## src/rtl/hostRegPkg.sv

```systemverilog
package hostRegPkg;

  localparam int ADDR_W    = 3;
  localparam int BYTE_W    = 8;
  localparam int DATA_ADDR = 0;
  localparam int TF_FIRST  = 1;
  localparam int TF_LAST   = 6;
  localparam int ALT_ADDR  = 6;
  localparam int STAT_ADDR = 7;
  localparam int NUM_REG   = 1 << ADDR_W;
  localparam logic [BYTE_W-1:0] SRST_CODE = 8'h08;

  typedef enum logic [1:0] {
    SRC_ZERO,
    SRC_FIFO,
    SRC_TF,
    SRC_STAT
  } rdSrc_e;

  typedef struct packed {
    logic   rdLatch;
    rdSrc_e rdSrc;
    logic   txPop;
    logic   rxPush;
    logic   tfWrite;
    logic   cmdWrite;
    logic   ctlWrite;
    logic   irqClear;
  } hostStrb_t;

endpackage

```

## src/rtl/hostRegFifo.sv

```systemverilog
module hostRegFifo #(
  parameter int WIDTH = 16,
  parameter int DEPTH = 16
) (
  input  logic             clk,
  input  logic             rstN,
  input  logic             push,
  input  logic [WIDTH-1:0] pushData,
  input  logic             pop,
  output logic [WIDTH-1:0] head,
  output logic             full,
  output logic             empty
);

  localparam int AW = (DEPTH > 1) ? $clog2(DEPTH) : 1;
  localparam int CW = AW + 1;
  localparam logic [AW-1:0] LAST_PTR = AW'(DEPTH - 1);

  logic [WIDTH-1:0] mem [DEPTH];
  logic [AW-1:0]    wrPtr, rdPtr;
  logic [CW-1:0]    count;
  logic             doPush, doPop;

  assign full   = (count == CW'(DEPTH));
  assign empty  = (count == '0);
  assign doPush = push && !full;
  assign doPop  = pop && !empty;
  assign head   = mem[rdPtr];

  always_ff @(posedge clk) begin
    if (doPush) mem[wrPtr] <= pushData;
  end

  always_ff @(posedge clk) begin
    if (!rstN) begin
      wrPtr <= '0;
      rdPtr <= '0;
      count <= '0;
    end else begin
      if (doPush) wrPtr <= (wrPtr == LAST_PTR) ? '0 : wrPtr + 1'b1;
      if (doPop)  rdPtr <= (rdPtr == LAST_PTR) ? '0 : rdPtr + 1'b1;
      case ({doPush, doPop})
        2'b10:   count <= count + 1'b1;
        2'b01:   count <= count - 1'b1;
        default: count <= count;
      endcase
    end
  end

  // a push into a full FIFO leaves the fill level alone
  a_r10_full_push_dropped: assert property (@(posedge clk) disable iff (!rstN)
    (full && push && !pop) |=> $stable(count));

  // the fill level never passes the depth
  a_r2_count_bound: assert property (@(posedge clk) disable iff (!rstN)
    count <= CW'(DEPTH));

endmodule

```

## src/rtl/hostRegCtrl.sv

```systemverilog
module hostRegCtrl
  import hostRegPkg::*;
(
  input  logic              clk,
  input  logic              rstN,
  input  logic              cmdCsN,
  input  logic              ctlCsN,
  input  logic [ADDR_W-1:0] hostAddr,
  input  logic              hostRdN,
  input  logic              hostWrN,
  input  logic              dmaAckN,
  input  logic              txEmpty,
  input  logic              rxFull,
  output hostStrb_t         strb,
  output logic              ioReady,
  output logic              wideOk
);

  logic dmaAct, cmdSel, ctlSel, anySel, dataSel, isTf, isStat, isAlt;
  logic rdDone, wrDone, rdReq, wrReq, rdStall, wrStall, rdGo, wrGo;

  assign dmaAct  = !dmaAckN;
  assign cmdSel  = !cmdCsN && ctlCsN && !dmaAct;
  assign ctlSel  = !ctlCsN && cmdCsN && !dmaAct;
  assign anySel  = cmdSel || ctlSel || dmaAct;
  assign dataSel = dmaAct || (cmdSel && hostAddr == ADDR_W'(DATA_ADDR));
  assign isTf    = hostAddr >= ADDR_W'(TF_FIRST) && hostAddr <= ADDR_W'(TF_LAST);
  assign isStat  = hostAddr == ADDR_W'(STAT_ADDR);
  assign isAlt   = hostAddr == ADDR_W'(ALT_ADDR);

  assign rdReq   = !hostRdN && anySel && !rdDone;
  assign wrReq   = !hostWrN && anySel && !wrDone;
  assign rdStall = rdReq && dataSel && txEmpty;
  assign wrStall = wrReq && dataSel && rxFull;
  assign rdGo    = rdReq && !rdStall;
  assign wrGo    = wrReq && !wrStall;

  assign ioReady = !(rdStall || wrStall);
  assign wideOk  = cmdSel && hostAddr == ADDR_W'(DATA_ADDR);

  always_ff @(posedge clk) begin
    if (!rstN) begin
      rdDone <= 1'b0;
      wrDone <= 1'b0;
    end else begin
      if (hostRdN)   rdDone <= 1'b0;
      else if (rdGo) rdDone <= 1'b1;
      if (hostWrN)   wrDone <= 1'b0;
      else if (wrGo) wrDone <= 1'b1;
    end
  end

  always_comb begin
    strb.rdLatch  = rdGo;
    strb.rdSrc    = SRC_ZERO;
    strb.txPop    = 1'b0;
    strb.rxPush   = 1'b0;
    strb.tfWrite  = 1'b0;
    strb.cmdWrite = 1'b0;
    strb.ctlWrite = 1'b0;
    strb.irqClear = 1'b0;
    if (rdGo) begin
      if (dataSel) begin
        strb.rdSrc = SRC_FIFO;
        strb.txPop = 1'b1;
      end else if (cmdSel && isTf) begin
        strb.rdSrc = SRC_TF;
      end else if (cmdSel && isStat) begin
        strb.rdSrc    = SRC_STAT;
        strb.irqClear = 1'b1;
      end else if (ctlSel && isAlt) begin
        strb.rdSrc = SRC_STAT;
      end
    end
    if (wrGo) begin
      if (dataSel)               strb.rxPush   = 1'b1;
      else if (cmdSel && isTf)   strb.tfWrite  = 1'b1;
      else if (cmdSel && isStat) strb.cmdWrite = 1'b1;
      else if (ctlSel && isAlt)  strb.ctlWrite = 1'b1;
    end
  end

  // a held read strobe is served once
  a_r4_single_read: assert property (@(posedge clk) disable iff (!rstN)
    rdGo |=> !rdGo);

  // a held write strobe is served once
  a_r4_single_write: assert property (@(posedge clk) disable iff (!rstN)
    wrGo |=> !wrGo);

  // during DMA acknowledge no byte register is written
  a_r9_dma_data_only: assert property (@(posedge clk) disable iff (!rstN)
    dmaAct |-> !(strb.tfWrite || strb.cmdWrite || strb.ctlWrite));

endmodule

```

## src/rtl/hostRegDpath.sv

```systemverilog
module hostRegDpath
  import hostRegPkg::*;
#(
  parameter int DATA_W     = 16,
  parameter int FIFO_DEPTH = 16
) (
  input  logic              clk,
  input  logic              rstN,
  input  hostStrb_t         strb,
  input  logic [ADDR_W-1:0] hostAddr,
  input  logic [DATA_W-1:0] hostDataIn,
  output logic [DATA_W-1:0] hostDataOut,
  output logic              hostIrq,
  input  logic [ADDR_W-1:0] locRegSel,
  input  logic              locRegWe,
  input  logic [BYTE_W-1:0] locRegWdata,
  output logic [BYTE_W-1:0] locRegData,
  input  logic              locPushEn,
  input  logic [DATA_W-1:0] locPushData,
  output logic              locPushReady,
  input  logic              locPopEn,
  output logic [DATA_W-1:0] locPopData,
  output logic              locPopValid,
  input  logic              dmaArm,
  input  logic              dmaToHost,
  input  logic              locIrqSet,
  output logic              dmaReq,
  output logic              softRst,
  output logic              locIrq,
  output logic              txEmpty,
  output logic              rxFull
);

  localparam int PAD_W = DATA_W - BYTE_W;

  logic [BYTE_W-1:0] tfReg [NUM_REG];
  logic [BYTE_W-1:0] statReg, cmdReg, devCtl;
  logic [DATA_W-1:0] txHead, rdMux;
  logic              txFull, rxEmpty;
  logic [BYTE_W-1:0] hostByte;

  assign hostByte = hostDataIn[BYTE_W-1:0];

  hostRegFifo #(.WIDTH(DATA_W), .DEPTH(FIFO_DEPTH)) txFifo_i (
    .clk(clk), .rstN(rstN),
    .push(locPushEn), .pushData(locPushData),
    .pop(strb.txPop), .head(txHead),
    .full(txFull), .empty(txEmpty)
  );

  hostRegFifo #(.WIDTH(DATA_W), .DEPTH(FIFO_DEPTH)) rxFifo_i (
    .clk(clk), .rstN(rstN),
    .push(strb.rxPush), .pushData(hostDataIn),
    .pop(locPopEn), .head(locPopData),
    .full(rxFull), .empty(rxEmpty)
  );

  assign locPushReady = !txFull;
  assign locPopValid  = !rxEmpty;
  assign dmaReq       = dmaArm && (dmaToHost ? !txEmpty : !rxFull);

  generate
    for (genvar i = 0; i < NUM_REG; i++) begin : g_tf
      if (i >= TF_FIRST && i <= TF_LAST) begin : g_live
        always_ff @(posedge clk) begin
          if (!rstN)
            tfReg[i] <= '0;
          else if (strb.tfWrite && hostAddr == ADDR_W'(i))
            tfReg[i] <= hostByte;
          else if (locRegWe && locRegSel == ADDR_W'(i))
            tfReg[i] <= locRegWdata;
        end
      end else begin : g_none
        assign tfReg[i] = '0;
      end
    end
  endgenerate

  always_ff @(posedge clk) begin
    if (!rstN) begin
      statReg <= '0;
      cmdReg  <= '0;
      devCtl  <= '0;
      hostIrq <= 1'b0;
      softRst <= 1'b0;
      locIrq  <= 1'b0;
    end else begin
      if (locRegWe && locRegSel == ADDR_W'(STAT_ADDR)) statReg <= locRegWdata;
      if (strb.cmdWrite) cmdReg <= hostByte;
      if (strb.ctlWrite) devCtl <= hostByte;
      if (locIrqSet)          hostIrq <= 1'b1;
      else if (strb.irqClear) hostIrq <= 1'b0;
      softRst <= strb.cmdWrite && hostByte == SRST_CODE;
      locIrq  <= strb.cmdWrite;
    end
  end

  always_comb begin
    case (strb.rdSrc)
      SRC_FIFO: rdMux = txHead;
      SRC_TF:   rdMux = {{PAD_W{1'b0}}, tfReg[hostAddr]};
      SRC_STAT: rdMux = {{PAD_W{1'b0}}, statReg};
      default:  rdMux = '0;
    endcase
  end

  always_ff @(posedge clk) begin
    if (!rstN)             hostDataOut <= '0;
    else if (strb.rdLatch) hostDataOut <= rdMux;
  end

  always_comb begin
    if (locRegSel == ADDR_W'(DATA_ADDR))      locRegData = devCtl;
    else if (locRegSel == ADDR_W'(STAT_ADDR)) locRegData = cmdReg;
    else                                      locRegData = tfReg[locRegSel];
  end

  // a status read with no set in the same cycle drops the host interrupt
  a_r8_irq_clear: assert property (@(posedge clk) disable iff (!rstN)
    (strb.irqClear && !locIrqSet) |=> !hostIrq);

  // the soft-reset event lasts one cycle
  a_r7_srst_pulse: assert property (@(posedge clk) disable iff (!rstN)
    softRst |=> !softRst);

  // every soft-reset event comes with a local interrupt
  a_r7_srst_with_irq: assert property (@(posedge clk) disable iff (!rstN)
    softRst |-> locIrq);

endmodule

```

## src/rtl/hostRegIf.sv

```systemverilog
module hostRegIf
  import hostRegPkg::*;
#(
  parameter int DATA_W     = 16,
  parameter int FIFO_DEPTH = 16
) (
  input  logic              clk,
  input  logic              rstN,
  input  logic              cmdCsN,
  input  logic              ctlCsN,
  input  logic [2:0]        hostAddr,
  input  logic              hostRdN,
  input  logic              hostWrN,
  input  logic [DATA_W-1:0] hostDataIn,
  output logic [DATA_W-1:0] hostDataOut,
  input  logic              dmaAckN,
  output logic              dmaReq,
  output logic              wideOk,
  output logic              ioReady,
  output logic              hostIrq,
  input  logic [2:0]        locRegSel,
  input  logic              locRegWe,
  input  logic [7:0]        locRegWdata,
  output logic [7:0]        locRegData,
  input  logic              locPushEn,
  input  logic [DATA_W-1:0] locPushData,
  output logic              locPushReady,
  input  logic              locPopEn,
  output logic [DATA_W-1:0] locPopData,
  output logic              locPopValid,
  input  logic              dmaArm,
  input  logic              dmaToHost,
  input  logic              locIrqSet,
  output logic              softRst,
  output logic              locIrq
);

  hostStrb_t strb;
  logic      txEmpty, rxFull;

  hostRegCtrl ctrl_i (
    .clk(clk), .rstN(rstN),
    .cmdCsN(cmdCsN), .ctlCsN(ctlCsN), .hostAddr(hostAddr),
    .hostRdN(hostRdN), .hostWrN(hostWrN), .dmaAckN(dmaAckN),
    .txEmpty(txEmpty), .rxFull(rxFull),
    .strb(strb), .ioReady(ioReady), .wideOk(wideOk)
  );

  hostRegDpath #(.DATA_W(DATA_W), .FIFO_DEPTH(FIFO_DEPTH)) dpath_i (
    .clk(clk), .rstN(rstN), .strb(strb), .hostAddr(hostAddr),
    .hostDataIn(hostDataIn), .hostDataOut(hostDataOut), .hostIrq(hostIrq),
    .locRegSel(locRegSel), .locRegWe(locRegWe), .locRegWdata(locRegWdata),
    .locRegData(locRegData),
    .locPushEn(locPushEn), .locPushData(locPushData), .locPushReady(locPushReady),
    .locPopEn(locPopEn), .locPopData(locPopData), .locPopValid(locPopValid),
    .dmaArm(dmaArm), .dmaToHost(dmaToHost), .locIrqSet(locIrqSet),
    .dmaReq(dmaReq), .softRst(softRst), .locIrq(locIrq),
    .txEmpty(txEmpty), .rxFull(rxFull)
  );

endmodule

```

## config.mk

```make
export PLATFORM = sky130hd
export DESIGN_NAME = hostRegIf
export DESIGN_NICKNAME = d
export VERILOG_FILES = /design/src/rtl/hostRegPkg.sv /design/src/rtl/hostRegFifo.sv /design/src/rtl/hostRegCtrl.sv /design/src/rtl/hostRegDpath.sv /design/src/rtl/hostRegIf.sv
export SDC_FILE = /design/constraint.sdc
export NUM_CORES = 1
export LEC_CHECK = 0
export BUFFER_PORTS_ARGS = -buffer_cell sky130_fd_sc_hd__buf_2
export CORE_MARGIN = 1
export CORE_UTILIZATION = 46
export DETAILED_ROUTE_END_ITERATION = 10
export PLACE_DENSITY_LB_ADDON = 0.1
export SLEW_MARGIN = 20
export SYNTH_ARGS = -nofsm -noshare
export SYNTH_HDL_FRONTEND = slang
export SYNTH_SLANG_ARGS = --single-unit
```

## constraint.sdc

```tcl
create_clock -name clk -period 8.3 [get_ports clk]
set_input_delay 0.83 -clock clk [delete_from_list [all_inputs] [get_ports clk]]
set_output_delay 0.83 -clock clk [all_outputs]
set_load 0.03 [all_outputs]
```

==> results.yml, run 1 <==
outcome:
  status: "complete, but fails checks"
  violations: "DRC"
timing:
  slew_violations: 0
  period_needed_ns: 4.326
  worst_slack_ns: 3.974
  worstMarginPinSlew_ns: 1.133
  fin_setup_tns_ns: 0
  rsz0062_at_grt: "false"
  fmax_ghz: 0.2311
  slew_headroom: 0.2439
  setup_viol: 0
  hold_viol: 0
  clock_skew_ns: 0.02324
  period_share: 0.5213
floorplan:
  die_y_um: 240.8
  rows: 87
  core_um2: 56390
  start_util: 0.4650
  fp.dieArea_um2: 57960
  die_x_um: 240.8
  pin_count: 107
synthesis:
  yosysUniqueCellTypes: 76
  yosysTopAreaCellShare: 0.5863
  ys_seq_elements: 639
  yosysWarningCount: 0
  synth_fp_nets: 1581
  synth_top_cell_by_area: "edfxtp_1"
  synth_edf_count: 512
  synthTopCellsByArea: "edfxtp_1 (59%), mux4_2 (13%), dfxtp_1 (9.7%), mux2i_1 (3.1%), nor2_1 (1.7%)"
  synth-main-ff-cell: "edfxtp_1"
  syn_avg_cell_area_um2: 17.42
  ys_seq_area_frac: 0.6833
  syn-cell-area_um2: 26220
  syn_inst: 1505
  ys_async_sr_fraction: 0
clocking:
  cts.clk_slew.worst_paths_ns: 0.06
  cts_tree: "done"
  cts_inserted_buffers: 70
  htreeDepth: 3
  postCtsHoldBufs: 0
  clockRootBuffer: "clkbuf_16"
  postCtsSetupRepairBufs: 0
  worstSkewPairLatency_ns: 0.61
  cts_max_path_buffers: 3
  clock-sinks: 639
  cts.repair.resized: 0
worst_setup_path:
  path_max_fanout: 49
  cp_slowest_cell: "buf_4"
  ff2ff_path_depth: 12
  critPathCaptureType: "primary output"
  path_class: "reg -> out"
  cpPeakStageDelay_ns: 0.85
  crit_required_ns: 7.47
  cp.arrival_ns: 3.50
  cp-start-kind: "flop"
  path_cells: "buf_4 > mux4_1 > mux4_2 > buf_2"
route:
  vias: 13852
  routed_wl_um: 59690
  wl_per_cell_um: 24.61
  final_antenna_net_count: 0
  drtIter0Drc: 907
  viasPerCell: 5.710
  drt_first_pass_iters: 8
  drc_errors: 2
placed_design:
  placed_cells_incl_taps: 2300
  post-place-ws_ns: 4.162
  hpwl_um: 36040
  port_buffers: 106
  gp_congestion: 0.7697
finish:
  num_antenna_cells: 0
  multiInputGateArea_um2: 7883
  final_core_util: 0.5294
  stdcell_count: 2426
  ff_latch_area_um2: 17930
  fin_nets: 1692
  nFillCells: 4548
  layout-drive-gt1-share: 0.2820
  syn2layout_area_growth_pct: 13.84
global_route:
  gr-total-overflow: 0
  track_usage: 0.2115
  grt_pass1_wl_um: 89660
  antenna_found_initial: 1
  grt_pass1_vias: 14103
  grt_max_degree: 65
job:
  drv_cap: 0
pwr:
  p_per_area_nw_per_um2: 255.8
  power_leakage_nw: 9.823
  power_mw: 7.635
  ir_worst_vdd_uv: 166.2
min_path:
  hold_class: "in -> reg"
  whs_path_depth: 2
## cell families (layout without fill, tap and decap cells)
kind of cell,count (synthesis),after routing,synth area share
adders and majority gates,17,17,0.008112
muxes,270,270,0.1829
and+or+nand+nor,281,281,0.05125
buffers and inverters,112,277,0.02252
xor gates and xnor gates,10,10,0.003340
DFF,639,639,0.6833
AOI/OAI and AO/OA,176,176,0.04862
## metal layers
layer / vias up / track usage / part of all wire
met3: 106 / 0.03946 / 0.045
met2: 301 / 0.3476 / 0.50
met5: - / 0 / 0.00022
met4: 2 / 0.07729 / 0.030
met1: 7173 / 0.2819 / 0.43
li1: 6270 / - / -
## path summary, 6_finish.rpt
path                                     from                         to  slack [ns]
worst max-delay path                     flop              locPopData[4]        3.97
worst min-delay path                  hostRdN              ctrl_i.rdDone        0.41
worst max register to register  ctrl_i.wrDone  dpath_i.rxFifo_i.count[4]        4.90
worst min register to register  ctrl_i.rdDone              ctrl_i.rdDone        0.45
## worst max-delay path: cells and delay by family (launching register included)
family | cells | cell delay, ns
flip-flops | 1 | 0.54
multiplexers | 2 | 1.24
buffers and inverters | 2 | 1.06
## cell usage in the layout, fill, tap and decap left out, types with 30 or more instances in the layout
cell,instances
buf_2,106
clkbuf_16,72
dfxtp_1,123
a21oi_1,44
nand2_1,82
a211oi_1,49
mux2_2,30
edfxtp_1,512
nor2_1,95
buf_4,32
mux4_2,146
mux2i_1,80
## registers in the layout (all words and copies together) (netlist names), named ones only
name	cells
dpath_i.rxFifo_i.mem	256
dpath_i.txFifo_i.mem	256
dpath_i.tfReg	48
dpath_i.hostDataOut	16
dpath_i.cmdReg	8
dpath_i.devCtl	8
dpath_i.statReg	8
dpath_i.rxFifo_i.count	5
dpath_i.txFifo_i.count	5
dpath_i.rxFifo_i.rdPtr	4
dpath_i.rxFifo_i.wrPtr	4
dpath_i.txFifo_i.rdPtr	4
dpath_i.txFifo_i.wrPtr	4
ctrl_i.rdDone	1
ctrl_i.wrDone	1
dpath_i.hostIrq	1
dpath_i.locIrq	1
dpath_i.softRst	1
## final cells by class
| class | instances | area share |
|---|---|---|
| timing repair buffer | 138 | 0.02582 |
| clock inverter | 38 | 0.01316 |
| sequential | 639 | 0.6006 |
| tap | 756 | 0.03169 |
| clock buffer | 88 | 0.06304 |
| inverter | 13 | 0.001677 |
| multi-input combinational | 754 | 0.2641 |
## report_power, final
group          internal, mW  leakage, nW  switching (mW)  total [mW]
registers              3.52         5.65          0.0760        3.59
clock network          1.83         1.12            1.24        3.06
logic                 0.442         3.06           0.536       0.978
total                  5.79         9.82            1.85        7.64
## stage by stage
step,hold WS (ns),cell area [um^2]
after global routing,0.3961,29850
final,0.4149,29850
after detailed placement,0.4439,27560
after floorplan,0.4257,26220
after CTS,0.3771,29840
after global placement,0.4384,27530
## cell usage after synthesis, types with 7 or more instances
library cell,number
nor2_1,119
nand2b_1,10
o2bb2ai_1,8
nor3_1,14
dfxtp_1,127
mux2_2,30
ha_1,17
mux2i_1,80
edfxtp_1,512
a221oi_1,7
clkbuf_1,31
o21ai_0,7
a211oi_1,49
buf_2,26
a22oi_1,19
inv_1,11
buf_4,12
buf_6,9
a21oi_1,44
buf_1,13
xor2_1,8
nor2b_1,7
nand2_1,82
mux4_1,14
a31oi_1,12
mux4_2,146
No activity file was read; power rests on OpenSTA's default activity.
==> inputs of run 2 (changes only) <==
==> constraint.sdc (replaced) <==
create_clock -name clk -period 4.3 [get_ports clk]
set_input_delay 0.43 -clock clk [delete_from_list [all_inputs] [get_ports clk]]
set_output_delay 0.43 -clock clk [all_outputs]
set_load 0.03 [all_outputs]
==> results.yml, run 2 (same netlist as run 1, synthesis figures left out) <==
timing:
  setup_viol: 0
  fin_setup_tns_ns: 0
  period_share: 0.8030
  worstMarginPinSlew_ns: 1.047
  fmax_ghz: 0.2896
  rsz0062_at_grt: "false"
  slew_violations: 0
  period_needed_ns: 3.453
  holdWs_ns: 0.04948
  hold_viol: 0
  clock_skew_ns: 0.02166
  slew_headroom: 0.2981
route:
  drtIter0Drc: 1068
  drc_errors: 2
  drt_first_pass_iters: 10
  viasPerCell: 5.757
  final_antenna_net_count: 0
  vias: 14082
  wl_per_cell_um: 25.20
  routed_wl_um: 61640
floorplan:
  fp.dieArea_um2: 57960
  core_um2: 56390
  start_util: 0.4650
  die_y_um: 240.8
  rows: 87
  pin_count: 107
  die_x_um: 240.8
clocking:
  postCtsSetupRepairBufs: 0
  clock-sinks: 639
  worstSkewPairLatency_ns: 0.60
  cts_max_path_buffers: 3
  cts.clk_slew.worst_paths_ns: 0.06
  cts_tree: "done"
  cts_inserted_buffers: 69
  cts.repair.resized: 0
  postCtsHoldBufs: 2
  clockRootBuffer: "clkbuf_16"
  htreeDepth: 3
pwr:
  combPwrFrac: 0.130
  p_int_mw: 10.87
  swShare: 0.2467
  seqPwrFrac: 0.484
  power_leakage_nw: 9.879
  p_switching_mw: 3.559
  ir_worst_vdd_uv: 372.4
  pwr-share-clk: 0.386
  p_per_area_nw_per_um2: 483.2
finish:
  top_regs: "dpath_i.rxFifo_i.mem: 256 flops, dpath_i.txFifo_i.mem: 256 flops, dpath_i.tfReg: 48 flops"
  layout_commonest_cell: "edfxtp_1"
  syn2layout_area_growth_pct: 13.85
  num_antenna_cells: 0
  layout_common_cells: "edfxtp_1 (512), mux4_2 (146), dfxtp_1 (122)"
  nFillCells: 4605
  layout-drive-gt1-share: 0.2882
  fin_nets: 1716
worst_setup_path:
  crit_required_ns: 4.81
  cp-start-kind: "input port"
  cpPeakStageDelay_ns: 0.53
  cp_slowest_cell: "dlygate4sd3_1"
  path_max_fanout: 8
  r2r-end: "dpath_i.rxFifo_i.count[4]"
  critPathCaptureType: "flop"
  crit_path_start: "hostWrN"
  r2r_setup_slack_ns: 1.02
  cp.arrival_ns: 3.96
  path_cells: "dlygate4sd3_1 > buf_2 > or2_2 > a31oi_1 > and3_1 > inv_1 > ha_1 > xor2_1 > ha_1 > a211o_1 > a21oi_1 > a221oi_1 > or3_1 > a21oi_1"
  crit_path_end: "dpath_i.rxFifo_i.count[4]"
  r2r_start: "ctrl_i.wrDone"
  path_class: "in -> reg"
  ff2ff_path_depth: 12
job:
  drv_cap: 0
global_route:
  track_usage: 0.2183
  grt_max_degree: 75
  gr-total-overflow: 0
  antenna_found_initial: 0
  grt_pass1_wl_um: 92340
  grt_pass1_vias: 14496
placed_design:
  hpwl_um: 37630
  gp_congestion: 0.7971
  port_buffers: 106
outcome:
  status: "complete, but fails checks"
  violations: "DRC"
min_path:
  hold_class: "in -> reg"
-- run 2: final cells by class --
cell class | instances | area [um^2] | share of cell area
Sequential cell | 639 | 17930 | 0.6005
Multi-Input combinational cell | 754 | 7838 | 0.2625
Clock buffer | 88 | 1871 | 0.06266
Timing Repair Buffer | 163 | 988.4 | 0.03311
Tap cell | 756 | 945.9 | 0.03168
Clock inverter | 33 | 232.7 | 0.007795
Inverter | 13 | 50.05 | 0.001676
-- run 2: power by group through the flow --
stage,clock [mW],sequential [mW],combinational [mW]
after detailed placement,0,7.12,1.91
after floorplan,0,6.99,1.51
after global routing,5.93,7.01,2.02
final,5.56,6.98,1.88
after global placement,0,7.11,1.89
after CTS,5.70,6.99,1.92
-- run 2: through the flow --
stage                       util  setup WS (ns)  cell area [um^2]  power, mW  cells
final                     0.5294         0.8469             29850      14.43   2446
after global routing      0.5294         0.6658             29850      14.96   2446
after CTS                 0.5294         0.7512             29850      14.60   2446
after detailed placement  0.4918         0.7336             27730      9.021   2323
after global placement    0.4917         0.7697             27720      9.000   2323
after floorplan                -          1.180             26220      8.500   1505
-- run 2: how the worst min path moves through the flow --
stage	start	endpoint	slack, ns	cells after the start
after floorplan	ctrl_i.rdDone	ctrl_i.rdDone	0.43	2
after global placement	ctrl_i.rdDone	ctrl_i.rdDone	0.44	2
after detailed placement	dpath_i.hostDataOut[11]	dpath_i.hostDataOut[11]	0.45	1
after CTS	locIrqSet	dpath_i.hostIrq	0.02	3
after global routing	locIrqSet	dpath_i.hostIrq	0.09	3
final	locIrqSet	dpath_i.hostIrq	0.05	3
-- run 2: worst max-delay path: cells and delay by family --
kind,cells,cell delay (ns)
compound gates,5,0.94
simple gates,3,1.06
fa+ha+maj,2,0.55
buf+inv,3,0.80
xor+xnor,1,0.18
-- run 2: layer usage --
layer,vias up,share of wire,track usage
li1,6309,-,-
met1,7430,0.45,0.3014
met2,267,0.50,0.3602
met5,-,0,0
met4,0,0.019,0.06559
met3,76,0.035,0.03203
==> inputs of run 3 (changes only) <==
==> constraint.sdc (replaced) <==
create_clock -name clk -period 3.56 [get_ports clk]
set_input_delay 0.356 -clock clk [delete_from_list [all_inputs] [get_ports clk]]
set_output_delay 0.356 -clock clk [all_outputs]
set_load 0.03 [all_outputs]
==> results.yml, run 3 (same netlist as run 1, synthesis figures left out) <==
outcome:
  status: "finished clean"
clocking:
  postCtsHoldBufs: 3
  cts.repair.resized: 0
  postCtsSetupRepairBufs: 0
  clockRootBuffer: "clkbuf_16"
  cts.clk_slew.worst_paths_ns: 0.06
  htreeDepth: 3
  cts_inserted_buffers: 70
  cts_max_path_buffers: 3
  worstSkewPairLatency_ns: 0.60
  cts_tree: "done"
  clock-sinks: 639
min_path:
  holdCritStartpoint: "locRegWdata[2]"
  hold_class: "in -> reg"
  holdPathEnd: "dpath_i.statReg[2]"
  whs_path_depth: 3
worst_setup_path:
  r2r-end: "dpath_i.rxFifo_i.count[4]"
  ff2ff_path_depth: 10
  path_class: "reg -> out"
  cp-start-kind: "flop"
  path_max_fanout: 26
  r2r_setup_slack_ns: 0.49
  crit_required_ns: 3.20
  critPathCaptureType: "primary output"
  cp.arrival_ns: 2.88
  r2r_start: "dpath_i.rxFifo_i.count[2]"
floorplan:
  die_y_um: 240.8
  rows: 87
  start_util: 0.4650
  core_um2: 56390
  die_x_um: 240.8
  fp.dieArea_um2: 57960
  pin_count: 107
timing:
  slew_headroom: 0.4272
  period_share: 0.9104
  fmax_ghz: 0.3086
  slew_violations: 0
  hold_viol: 0
  setup_viol: 0
  period_needed_ns: 3.241
  rsz0062_at_grt: "false"
  worstMarginPinSlew_ns: 0.8591
  clock_skew_ns: 0.02837
  fin_setup_tns_ns: 0
  worst_slack_ns: 0.3190
global_route:
  gr-total-overflow: 0
  grt_max_degree: 67
  grt_pass1_vias: 14574
  grt_pass1_wl_um: 92950
  antenna_found_initial: 2
  track_usage: 0.2185
route:
  viasPerCell: 5.771
  final_antenna_net_count: 0
  drc_errors: 0
  drt_first_pass_iters: 5
  wl_per_cell_um: 25.04
  routed_wl_um: 61570
  vias: 14191
  drtIter0Drc: 997
finish:
  fin_nets: 1724
  nFillCells: 4586
  layout-drive-gt1-share: 0.2891
  top_regs: "dpath_i.rxFifo_i.mem: 256 flops, dpath_i.txFifo_i.mem: 256 flops, dpath_i.tfReg: 48 flops"
  layout_common_cells: "edfxtp_1 (512), mux4_2 (146), dfxtp_1 (123)"
  layout_commonest_cell: "edfxtp_1"
  syn2layout_area_growth_pct: 14.91
placed_design:
  port_buffers: 106
  post-place-ws_ns: 0.3851
  hpwl_um: 37410
  gp_congestion: 0.8025
pwr:
  p_per_area_nw_per_um2: 586.3
  power_leakage_nw: 9.989
  ir_worst_vdd_uv: 396.9
job:
  drv_cap: 0
==> run 3: cell count changes in the layout (fill, tap and decap cells not counted), sizes merged <==
cell / before / now
dlygate4sd3: 2 / 3
buf: 161 / 167
bufinv: 2 / 3
inv: 14 / 12
clkbuf: 88 / 96
diode: 0 / 1
clkinv: 30 / 28
==> run 3: metrics by stage <==
step,util,hold slack [ns],cell area (um^2),power [mW],cells
floorplan,-,0.4257,26220,10.27,1505
global placement,0.4945,0.4383,27880,10.88,2329
detailed placement,0.4945,0.4479,27880,10.91,2329
CTS,0.5343,0.05040,30130,17.88,2458
global route,0.5344,0.09087,30130,18.31,2459
finish,0.5344,0.08402,30130,17.66,2459
==> run 3: cell type report <==
class	instances	area (um^2)	share of cell area
diodes	1	2.502	0.00008305
clock buffers	96	1986	0.06590
clock inverters	30	230.2	0.007641
inverters	13	50.05	0.001661
multi-input cells	754	7833	0.2600
flip-flops and latches	639	17930	0.5950
well taps	756	945.9	0.03139
repair buffers	170	1156	0.03837
==> run 3: worst max path at each step <==
stage | startpoint | to | slack [ns] | cells after the start
final | flop | locPopData[1] | 0.32 | 4
after global routing | flop | locPopData[1] | 0.20 | 4
after CTS | flop | locPopData[1] | 0.26 | 4
after detailed placement | cmdCsN | dpath_i.rxFifo_i.count[4] | 0.39 | 13
after global placement | cmdCsN | dpath_i.rxFifo_i.count[4] | 0.43 | 13
after floorplan | cmdCsN | dpath_i.txFifo_i.count[4] | 0.51 | 14
==> run 3: metal layers <==
metal | global-route usage | part of all wire | vias to the layer above
met5 | 0 | 0.00013 | -
met1 | 0.2993 | 0.44 | 7434
li1 | - | - | 6329
met3 | 0.03203 | 0.042 | 80
met2 | 0.3682 | 0.50 | 346
met4 | 0.05524 | 0.017 | 2
==> run 3: power by group <==
part,internal (mW),switching [mW],total [mW]
Combinational,1.09,1.21,2.30
Clock,4.12,2.84,6.96
Sequential,8.20,0.206,8.41
Total,13.4,4.26,17.7
==> run 3: worst max-delay path: stages, from the launching register on <==
cell and delay [ns]:
dfxtp_4 0.65, buf_12 0.29, mux4_1 0.58, mux4_2 0.51, buf_2 0.20
